`src/rtl/owr_pkg.sv`:
```
// Shared types for the ROM command tracker.
// Assumes command bytes are 8 bits wide, as the opcodes are defined that way.
package owr_pkg;

    localparam int CMD_BITS = 8;

    // Command class; the encoding is visible on the rom_type port.
    typedef enum logic [2:0] {
        RT_NONE     = 3'd0,
        RT_READ     = 3'd1,
        RT_MATCH    = 3'd2,
        RT_SEARCH   = 3'd3,
        RT_SKIP     = 3'd4,
        RT_OD_MATCH = 3'd5,
        RT_OD_SKIP  = 3'd6,
        RT_UNKNOWN  = 3'd7
    } rom_kind_e;

    // Transaction phase.
    typedef enum logic [2:0] {
        PH_CMD,
        PH_ROM,
        PH_SRCH,
        PH_FUNC,
        PH_HALT
    } phase_e;

endpackage

```
`src/rtl/owr_bitpos_reg.sv`:
```
// Register whose individual bits are written by index: one bit per write enable.
// Assumes idx < W whenever we is high.
module owr_bitpos_reg #(
    parameter int W = 8
) (
    input  logic                 clk,
    input  logic                 rst_n,
    input  logic                 we,
    input  logic [$clog2(W)-1:0] idx,
    input  logic                 d,
    output logic [W-1:0]         q
);

    // One decoded write-enable per bit position.
    for (genvar g = 0; g < W; g++) begin : g_bit
        always_ff @(posedge clk) begin
            if (!rst_n)
                q[g] <= 1'b0;
            else if (we && idx == ($clog2(W))'(g))
                q[g] <= d;
        end
    end

    // the written bit appears at its indexed position.
    a_r3_bit_lands: assert property (@(posedge clk) disable iff (!rst_n)
        (rst_n && we) |=> q[$past(idx)] == $past(d));

endmodule

```
`src/rtl/owr_rom_opcode.sv`:
```
// Classifies a ROM command byte into its command class. Purely combinational.
module owr_rom_opcode
    import owr_pkg::*;
(
    input  logic [CMD_BITS-1:0] op,
    output rom_kind_e           kind
);

    // Map each known opcode to its class; anything else is unknown.
    always_comb begin
        case (op)
            8'h33, 8'h0F: kind = RT_READ;
            8'h55:        kind = RT_MATCH;
            8'hF0:        kind = RT_SEARCH;
            8'hCC:        kind = RT_SKIP;
            8'h69:        kind = RT_OD_MATCH;
            8'h3C:        kind = RT_OD_SKIP;
            default:      kind = RT_UNKNOWN;
        endcase
    end

endmodule

```
`src/rtl/owr_fn_opcode.sv`:
```
// Flags whether a function command byte is one of the recognized codes.
module owr_fn_opcode
    import owr_pkg::*;
(
    input  logic [CMD_BITS-1:0] op,
    output logic                known
);

    // Membership test over the recognized function codes.
    always_comb begin
        case (op)
            8'h48, 8'h4E, 8'hBE, 8'hB8, 8'hB4: known = 1'b1;
            default:                           known = 1'b0;
        endcase
    end

endmodule

```
`src/rtl/owr_rom_decoder.sv`:
```
// Network-layer tracker for a single-wire bus.
// Takes bit and bus-reset strobes from a link monitor. After every bus reset it
// assembles the ROM command, captures the identifier (directly or from search
// triplets) and then the function command byte.
// Assumes one-cycle strobes and no strobe while rst_n is low.
module owr_rom_decoder
    import owr_pkg::*;
#(
    parameter int ROM_BITS = 64
) (
    input  logic                clk,
    input  logic                rst_n,
    input  logic                bit_stb,
    input  logic                bit_val,
    input  logic                reset_stb,
    output logic [7:0]          rom_cmd,
    output logic [2:0]          rom_type,
    output logic                rom_err,
    output logic [ROM_BITS-1:0] rom_id,
    output logic [ROM_BITS-1:0] srch_true,
    output logic [ROM_BITS-1:0] srch_cmpl,
    output logic                rom_vld,
    output logic [7:0]          fn_cmd,
    output logic                fn_vld,
    output logic                fn_unsup
);

    localparam int IW  = $clog2(ROM_BITS);
    localparam int CIW = $clog2(CMD_BITS);

    phase_e          phase;
    rom_kind_e       rtype_q;
    rom_kind_e       kind_next;
    logic [IW-1:0]   cnt;
    logic [1:0]      trip;
    logic            take;
    logic            last_byte_bit;
    logic            last_rom_bit;
    logic            fn_known;
    logic [CMD_BITS-1:0] cmd_full;
    logic [CMD_BITS-1:0] fn_full;
    logic            we_cmd, we_rom, we_tru, we_cmp, we_fn;

    assign take          = bit_stb && !reset_stb;
    assign last_byte_bit = cnt[CIW-1:0] == CIW'(CMD_BITS - 1);
    assign last_rom_bit  = cnt == IW'(ROM_BITS - 1);
    // The final bit of a byte is its MSB, so the complete byte is known early.
    assign cmd_full      = {bit_val, rom_cmd[CMD_BITS-2:0]};
    assign fn_full       = {bit_val, fn_cmd[CMD_BITS-2:0]};
    assign rom_type      = rtype_q;

    assign we_cmd = take && phase == PH_CMD;
    assign we_rom = take && (phase == PH_ROM || (phase == PH_SRCH && trip == 2'd2));
    assign we_tru = take && phase == PH_SRCH && trip == 2'd0;
    assign we_cmp = take && phase == PH_SRCH && trip == 2'd1;
    assign we_fn  = take && phase == PH_FUNC;

    owr_bitpos_reg #(.W(CMD_BITS)) i_cmd_reg (
        .clk(clk), .rst_n(rst_n), .we(we_cmd), .idx(cnt[CIW-1:0]), .d(bit_val), .q(rom_cmd));
    owr_bitpos_reg #(.W(ROM_BITS)) i_rom_reg (
        .clk(clk), .rst_n(rst_n), .we(we_rom), .idx(cnt), .d(bit_val), .q(rom_id));
    owr_bitpos_reg #(.W(ROM_BITS)) i_tru_reg (
        .clk(clk), .rst_n(rst_n), .we(we_tru), .idx(cnt), .d(bit_val), .q(srch_true));
    owr_bitpos_reg #(.W(ROM_BITS)) i_cmp_reg (
        .clk(clk), .rst_n(rst_n), .we(we_cmp), .idx(cnt), .d(bit_val), .q(srch_cmpl));
    owr_bitpos_reg #(.W(CMD_BITS)) i_fn_reg (
        .clk(clk), .rst_n(rst_n), .we(we_fn), .idx(cnt[CIW-1:0]), .d(bit_val), .q(fn_cmd));

    owr_rom_opcode i_rom_op (.op(cmd_full), .kind(kind_next));
    owr_fn_opcode  i_fn_op  (.op(fn_full),  .known(fn_known));

    // Phase sequencing, position counters and result flags.
    always_ff @(posedge clk) begin
        if (!rst_n) begin
            phase    <= PH_HALT;
            cnt      <= '0;
            trip     <= 2'd0;
            rtype_q  <= RT_NONE;
            rom_err  <= 1'b0;
            rom_vld  <= 1'b0;
            fn_vld   <= 1'b0;
            fn_unsup <= 1'b0;
        end else begin
            rom_vld <= 1'b0;
            fn_vld  <= 1'b0;
            if (reset_stb) begin
                phase    <= PH_CMD;
                cnt      <= '0;
                trip     <= 2'd0;
                rtype_q  <= RT_NONE;
                rom_err  <= 1'b0;
                fn_unsup <= 1'b0;
            end else if (bit_stb) begin
                case (phase)
                    PH_CMD: begin
                        if (last_byte_bit) begin
                            cnt     <= '0;
                            rtype_q <= kind_next;
                            case (kind_next)
                                RT_READ, RT_MATCH, RT_OD_MATCH: phase <= PH_ROM;
                                RT_SEARCH:                      phase <= PH_SRCH;
                                RT_SKIP, RT_OD_SKIP:            phase <= PH_FUNC;
                                default: begin
                                    rom_err <= 1'b1;
                                    phase   <= PH_HALT;
                                end
                            endcase
                        end else begin
                            cnt <= cnt + 1'b1;
                        end
                    end
                    PH_ROM: begin
                        if (last_rom_bit) begin
                            cnt     <= '0;
                            rom_vld <= 1'b1;
                            phase   <= PH_FUNC;
                        end else begin
                            cnt <= cnt + 1'b1;
                        end
                    end
                    PH_SRCH: begin
                        if (trip == 2'd2) begin
                            trip <= 2'd0;
                            if (last_rom_bit) begin
                                cnt     <= '0;
                                rom_vld <= 1'b1;
                                phase   <= PH_FUNC;
                            end else begin
                                cnt <= cnt + 1'b1;
                            end
                        end else begin
                            trip <= trip + 1'b1;
                        end
                    end
                    PH_FUNC: begin
                        if (last_byte_bit) begin
                            cnt      <= '0;
                            fn_vld   <= 1'b1;
                            fn_unsup <= !fn_known;
                            phase    <= PH_HALT;
                        end else begin
                            cnt <= cnt + 1'b1;
                        end
                    end
                    default: ;
                endcase
            end
        end
    end

    // a bus reset leaves no strobe, no error and no command class behind.
    a_r2_bus_reset_clears: assert property (@(posedge clk) disable iff (!rst_n)
        (rst_n && reset_stb) |=> (!rom_vld && !fn_vld && !rom_err && rom_type == 3'd0));

    // an identifier only completes after a command that carries one.
    a_r5_rom_needs_rom_cmd: assert property (@(posedge clk) disable iff (!rst_n)
        rom_vld |-> (rom_type == 3'd1 || rom_type == 3'd2 || rom_type == 3'd3 || rom_type == 3'd5));

    // the two completion pulses never coincide, and each follows a bit strobe.
    a_r8_strobes_exclusive: assert property (@(posedge clk) disable iff (!rst_n)
        !(rom_vld && fn_vld));
    a_r8_fn_after_bit: assert property (@(posedge clk) disable iff (!rst_n)
        fn_vld |-> $past(bit_stb));

    // the error flag holds until a bus reset and blocks all strobes.
    a_r9_err_sticky: assert property (@(posedge clk) disable iff (!rst_n)
        (rst_n && rom_err && !reset_stb) |=> rom_err);
    a_r9_err_no_strobe: assert property (@(posedge clk) disable iff (!rst_n)
        rom_err |-> (!rom_vld && !fn_vld));

    // once parked, the captured bytes do not move without a bus reset.
    a_r10_halt_frozen: assert property (@(posedge clk) disable iff (!rst_n)
        (rst_n && phase == PH_HALT && !reset_stb) |=> ($stable(fn_cmd) && $stable(rom_cmd) && !fn_vld));

endmodule

```
`config.mk`:
```
export PLATFORM = sky130hd
export DESIGN_NAME = owr_rom_decoder
export DESIGN_NICKNAME = d
export VERILOG_FILES = /design/src/rtl/owr_pkg.sv /design/src/rtl/owr_bitpos_reg.sv /design/src/rtl/owr_rom_opcode.sv /design/src/rtl/owr_fn_opcode.sv /design/src/rtl/owr_rom_decoder.sv
export SDC_FILE = /design/constraint.sdc
export NUM_CORES = 1
export LEC_CHECK = 0
export BUFFER_PORTS_ARGS = -buffer_cell sky130_fd_sc_hd__buf_2
export CAP_MARGIN = 30
export CELL_PAD_IN_SITES_DETAIL_PLACEMENT = 2
export CELL_PAD_IN_SITES_GLOBAL_PLACEMENT = 2
export CORE_UTILIZATION = 28
export CTS_CLUSTER_DIAMETER = 30
export DETAILED_ROUTE_END_ITERATION = 16
export PLACE_DENSITY = 0.86
export SYNTH_ARGS = -nofsm -noshare
export SYNTH_HDL_FRONTEND = slang
export SYNTH_SLANG_ARGS = --single-unit
```
`constraint.sdc`:
```
create_clock -name clk -period 1.6 [get_ports clk]
set_input_delay 0.32 -clock clk [delete_from_list [all_inputs] [get_ports clk]]
set_output_delay 0.32 -clock clk [all_outputs]
set_load 0.05 [all_outputs]
```
==> results.yml, run 1 <==
worst_setup_path:
  cp_data_arrival_time_ns: 2.73
  r2r_start: "phase[0]"
  critPathTopFamily: "simple AND/OR/NAND/NOR gates"
  reg2reg_slack_ns: -0.64
  cp_cell_sequence: "nand4bb_4 > buf_6 > nor4_4 > buf_6 > buf_12 > buf_12 > nand3_1 > a21boi_2"
  slowest_delay_ns: 0.38
  path_buf_inv: 4
  start_kind: "flip-flop"
  worstRegToRegCells: 8
  setup.worst_path.class: "flip-flop to flip-flop"
  r2r_end: "i_tru_reg.q[17]"
  cp-startpoint: "phase[0]"
  required_ns: 2.09
  crit_path_end_kind: "flip-flop"
  crit_slowest_cell: "dfxtp_4"
  critPathMaxFanout: 10
timing:
  setup_viol: 301
  fmax_mhz: 446
  skew_ns: 0.0377
  maxSlewHeadroom_pct: 26.0
  tns_ns: -85.79
  slew_violations: 0
  period_needed_ns: 2.24
  period_share_pct: 140
  timing.final.ws_setup_ns: -0.642
  rsz0062_at_grt: "true"
  hold_viol_final: 0
  worst_slew_pin_slew_ns: 1.11
  hold_ws_ns: 0.132
final_layout:
  design_area_sq_um: 19300
  nets: 1816
  area_growth_pct: 83.6
  final_cell_mix: "nand2_1 (317), dfxtp_1 (213), buf_2 (208)"
  drive_gt1_share_pct: 50.7
  instances_no_fill: 2332
  postLayoutCoreUtil_pct: 52.5
  final_common_cell: "nand2_1"
  n_antenna_cell: 0
grt:
  grt_usage_pct: 36.1
  grt_pass1_vias: 14705
  antenna_found_initial: 0
  grt_pass1_wl_microns: 102000
  grt_remaining_overflow: 0
  grt_max_degree: 159
floorplanning:
  die_x_microns: 196
  io_pins: 220
  die-area_sq_um: 38200
  num_rows: 70
  die_h_microns: 196
  start_util_pct: 28.6
  core_area_sq_um: 36700
route:
  wl_per_cell_microns: 36.3
  met1Wirelength_microns: 29600
  vias: 13964
  drtIter0Drc: 1007
  met2_wirelength_microns: 40800
  wl_met3_microns: 5720
  highest_layer: "met4"
  viasPerCell: 5.99
  drc: 0
  antenna_left: 0
  wl_microns: 84600
  drt-pass1-iter-count: 5
pwr:
  netSwitchingFraction_pct: 24.2
  p_per_area_nw_per_um2: 1230
  vdd_ir_drop_max_uv: 1600
  power_frac_seq_pct: 23.9
  pwr-share-comb_pct: 2.5
  p_total_mw: 23.6
  internal_power_mw: 17.9
  power_leakage_nw: 7.48
  p_switching_mw: 5.72
  power.share.clock_pct: 73.6
synthesis:
  ys.flop_type: "dfxtp_1"
  yosys_warnings: 0
  async_reset_ff_share_pct: 0
  netlist_area_sq_um: 10500
  synthDistinctLibCells: 55
  syn-num-nets: 1381
  synth_edf_count: 0
  seq_area_frac_synth_pct: 43.1
  avgSynthCellArea_sq_um: 7.66
  synth_seq_cells: 226
  syn_inst: 1369
clock_tree:
  numCtsBuffers: 75
  path_clk_slew_ns: 0.06
  cts_tree: "yes"
  hold_buffers: 0
  cts_sinks: 226
  root_buffer: "clkbuf_16"
  worstSkewPairLatency_ns: 0.62
  htree_num_levels: 3
  cts_buffer_depth: 3
run_status:
  violations: "setup timing"
  status: "complete, but fails checks"
placement:
  dp_cells: 2109
  portBuffers: 219
  dp_slack_ns: -0.423
  gp_congestion: 0.811
  place_area_sq_um: 13300
  dp_hpwl_microns: 32000
hold_path:
  min_to: "i_tru_reg.q[23]"
  hold_path.class: "primary input to flip-flop"
  whs_path_depth: 2
  worstHoldStart: "rst_n"
flow_run:
  max_cap_viol_count: 0
-- worst max-delay path by stage --
| stage | end | slack [ns] | cells after the start |
|---|---|---|---|
| floorplan | phase[1] | -0.11 | 8 |
| global route | i_tru_reg.q[17] | -0.64 | 8 |
| CTS | i_cmd_reg.q[1] | -0.28 | 6 |
| detailed placement | i_tru_reg.q[51] | -0.42 | 6 |
| finish | i_tru_reg.q[17] | -0.64 | 8 |
| global placement | i_tru_reg.q[4] | -0.24 | 7 |
-- cell type report --
class                      count  area (sq um)
fill                        3689         17400
clock buffer                  91          2110
multi-input combinational   1024          7070
clock inverter                46           679
inverter                       9          41.3
sequential                   226          4560
tap                          468           586
timing repair buffer         468          4200
-- sequential cells by signal (all words and copies together) (netlist names), 2 cells and up --
register and flops:
i_cmp_reg.q 64, cnt 6, i_rom_reg.q 64, i_cmd_reg.q 8
i_tru_reg.q 64, rom_type 3, phase 3, trip 2
i_fn_reg.q 8
-- synth_stat cells (2+ instances only) --
library cell,n,area share (%)
xnor2_1,3,0.25
or2_1,2,0.12
a31oi_1,3,0.18
a21boi_0,13,0.93
a21oi_1,11,0.52
or3b_2,3,0.25
nor2b_1,17,1.0
and3_1,2,0.12
buf_2,42,2.0
nand4bb_1,8,0.86
nor4bb_1,2,0.19
o21a_1,2,0.14
a21boi_1,181,13
buf_4,10,0.72
nor3_1,6,0.29
clkbuf_1,56,2.0
nand3b_1,10,0.72
nor2_1,87,3.1
a41oi_1,2,0.17
o2111ai_1,3,0.25
o21ai_0,3,0.14
ha_1,7,0.84
inv_1,9,0.32
nand2b_1,7,0.42
nor4_1,3,0.18
nand3_1,205,9.8
nor3_2,2,0.19
nand2_1,403,14
dfxtp_1,226,43
mux2i_1,16,1.5
-- power groups by stage --
stage	Sequential [mW]	Clock [mW]	Combinational (mW)
2_1_floorplan	5.76	0	0.259
3_3_place_gp	5.75	0	0.415
3_5_place_dp	5.76	0	0.425
4_1_cts	5.65	16.8	0.496
5_1_grt	5.64	17.7	0.591
6_report	5.65	17.4	0.587
-- layer usage --
layer	track usage [%]	vias to the layer above
met5	0	-
met4	24.6	0
met3	8.19	461
met2	63.7	947
met1	38.2	7030
li1	-	5526
-- what timing repair did --
action                     in CTS  in global routing
gates cloned                   11                 25
resized for setup             235                236
setup endpoints to repair     232                268
pin swaps                      85                107
buffers inserted               32                 24
-- kinds of logic after synthesis --
kind of cell / share of synthesized area [%]
AOI/OAI and AO/OA: 16.0
xor gates and xnor gates: 0.406
adders and majority gates: 0.835
buffers and inverters: 5.19
DFF: 43.1
muxes: 1.53
and+or+nand+nor: 32.9
No activity file was read; power rests on OpenSTA's default activity.
==> run 2: changes to the inputs <==
--- a/constraint.sdc
+++ b/constraint.sdc
@@ -3,2 +3,2 @@
 set_output_delay 0.32 -clock clk [all_outputs]
-set_load 0.05 [all_outputs]
+set_load 0.005 [all_outputs]
==> run 2 against run 1 <==
Power decreased by 6.8%. Sequential share of layout area decreased by 0.61 points. Final cell count increased by 0.47%. Combinational power about the same. Clock skew increased by 0.017 ns. Largest power group unchanged. Hold slack improved by 0.057 ns. The run still ends with setup timing left. Clock power decreased by 9%. Design area increased by 3.0%. Die area unchanged.
==> results.yml, run 2 (synthesized netlist as in run 1, its figures left out) <==
worst_setup_path:
  setup.worst_path.class: "flip-flop to flip-flop"
  critPathMaxFanout: 8
  start_kind: "flip-flop"
  required_ns: 2.10
  cp_data_arrival_time_ns: 2.60
  crit_path_end_kind: "flip-flop"
clock_tree:
  cts_buffer_depth: 3
  numCtsBuffers: 70
  htree_num_levels: 3
  path_clk_slew_ns: 0.06
  root_buffer: "clkbuf_16"
  cts_sinks: 226
  cts_tree: "yes"
  worstSkewPairLatency_ns: 0.62
pwr:
  power_leakage_nw: 7.65
  p_per_area_nw_per_um2: 1110
  vdd_ir_drop_max_uv: 2020
route:
  wl_per_cell_microns: 37.0
  drt-pass1-iter-count: 5
  antenna_left: 0
  drc: 0
  viasPerCell: 5.97
  wl_microns: 86700
  met2_wirelength_microns: 41800
  vias: 13994
  met1Wirelength_microns: 30700
  highest_layer: "met4"
  wl_met3_microns: 5890
  drtIter0Drc: 947
grt:
  grt_usage_pct: 35.4
  grt_max_degree: 130
  grt_pass1_vias: 14587
  antenna_found_initial: 0
  grt_remaining_overflow: 0
  grt_pass1_wl_microns: 101000
run_status:
  status: "complete, but fails checks"
  violations: "setup timing"
placement:
  portBuffers: 219
  gp_congestion: 0.812
  place_area_sq_um: 13200
  dp_slack_ns: -0.404
  dp_hpwl_microns: 31900
floorplanning:
  die-area_sq_um: 38200
  die_h_microns: 196
  core_area_sq_um: 36700
  start_util_pct: 28.6
  die_x_microns: 196
  num_rows: 70
  io_pins: 220
timing:
  rsz0062_at_grt: "true"
  fmax_mhz: 478
  slew_violations: 0
  worst_slew_pin_slew_ns: 0.998
  timing.final.ws_setup_ns: -0.494
  setup_viol: 228
  skew_ns: 0.0550
  period_share_pct: 131
  period_needed_ns: 2.09
  maxSlewHeadroom_pct: 33.4
  hold_viol_final: 0
final_layout:
  drive_gt1_share_pct: 55.0
  nets: 1831
  final_cell_mix: "nand2_1 (274), buf_2 (217), dfxtp_1 (210)"
  top_regs: "i_cmp_reg.q: 64 flops, i_rom_reg.q: 64 flops, i_tru_reg.q: 64 flops"
  postLayoutCoreUtil_pct: 54.0
  final_common_cell: "nand2_1"
  area_growth_pct: 89.0
  final.fill_count: 3622
  design_area_sq_um: 19800
flow_run:
  max_cap_viol_count: 0
hold_path:
  hold_path.class: "primary input to flip-flop"
## run 2: cell count changes in the layout (fill, tap and decap cells not counted), moves of 11 or more
| cell | delta |
|---|---|
| nor2_2 | +16 |
| a21boi_2 | +15 |
| nor2_1 | -13 |
| nand2_2 | +35 |
| nand3_2 | -15 |
| buf_16 | +11 |
| nand3_4 | +23 |
| nand2_1 | -43 |
| buf_6 | +16 |
| a21boi_1 | -15 |
| buf_4 | -16 |
## run 2: final cells by class
cell class / count / area, sq um / area share [%]
Timing Repair Buffer: 488 / 4560 / 23.0
Sequential cell: 226 / 4570 / 23.1
Inverter: 9 / 41.3 / 0.208
Clock buffer: 96 / 2010 / 10.1
Tap cell: 468 / 586 / 2.95
Multi-Input combinational cell: 1024 / 7550 / 38.1
Clock inverter: 31 / 492 / 2.48
Antenna cell: 1 / 2.50 / 0.0126
## run 2: worst paths after layout
check                   from              end  slack [ns]  cells past startpoint
max reg2reg          trip[1]  i_tru_reg.q[42]       -0.49                      8
min                  bit_stb         fn_unsup        0.19                      3
max                  trip[1]  i_tru_reg.q[42]       -0.49                      8
min reg2reg  i_cmp_reg.q[62]  i_cmp_reg.q[62]        0.45                      2
## run 2: critical path: stages, from the launching register on
cell and delay, ns:
dfxtp_2 0.37, buf_4 0.19, nor4_4 0.43, buf_6 0.18, buf_12 0.13, buf_6 0.13
clkbuf_16 0.15, nand3_1 0.10, a21boi_1 0.28
## run 2: per-layer routing
metal,vias up,global-route usage [%]
li1,5565,-
met1,7027,38.1
met2,931,63.0
met3,471,7.29
met4,0,22.8
met5,-,0
## run 2: timing repair
action | 4_1_cts | 5_1_grt
setup endpoints to repair | 218 | 226
gates resized for setup | 225 | 400
cloned | 21 | 24
hold buffers | 0 | 0
setup buffers | 41 | 43
pin swaps | 69 | 166
## run 2: power by group
part / switching (mW) / internal (mW) / total [mW] / leakage, nW
registers: 0.0113 / 5.63 / 5.64 / 1.83
clock network: 5.11 / 10.7 / 15.8 / 1.23
logic: 0.361 / 0.223 / 0.584 / 4.58
## run 2: metrics by stage
stage                     instances  hold WS, ns  power, mW  TNS [ns]
final                          2343        0.189       22.0    -69.17
after global routing           2342        0.190       22.3    -71.78
after CTS                      2289        0.228       21.3    -24.99
after detailed placement       2100        0.447       6.18    -51.34
after global placement         2100        0.437       6.17    -18.36
after floorplan                1369        0.450       6.02   -0.0547
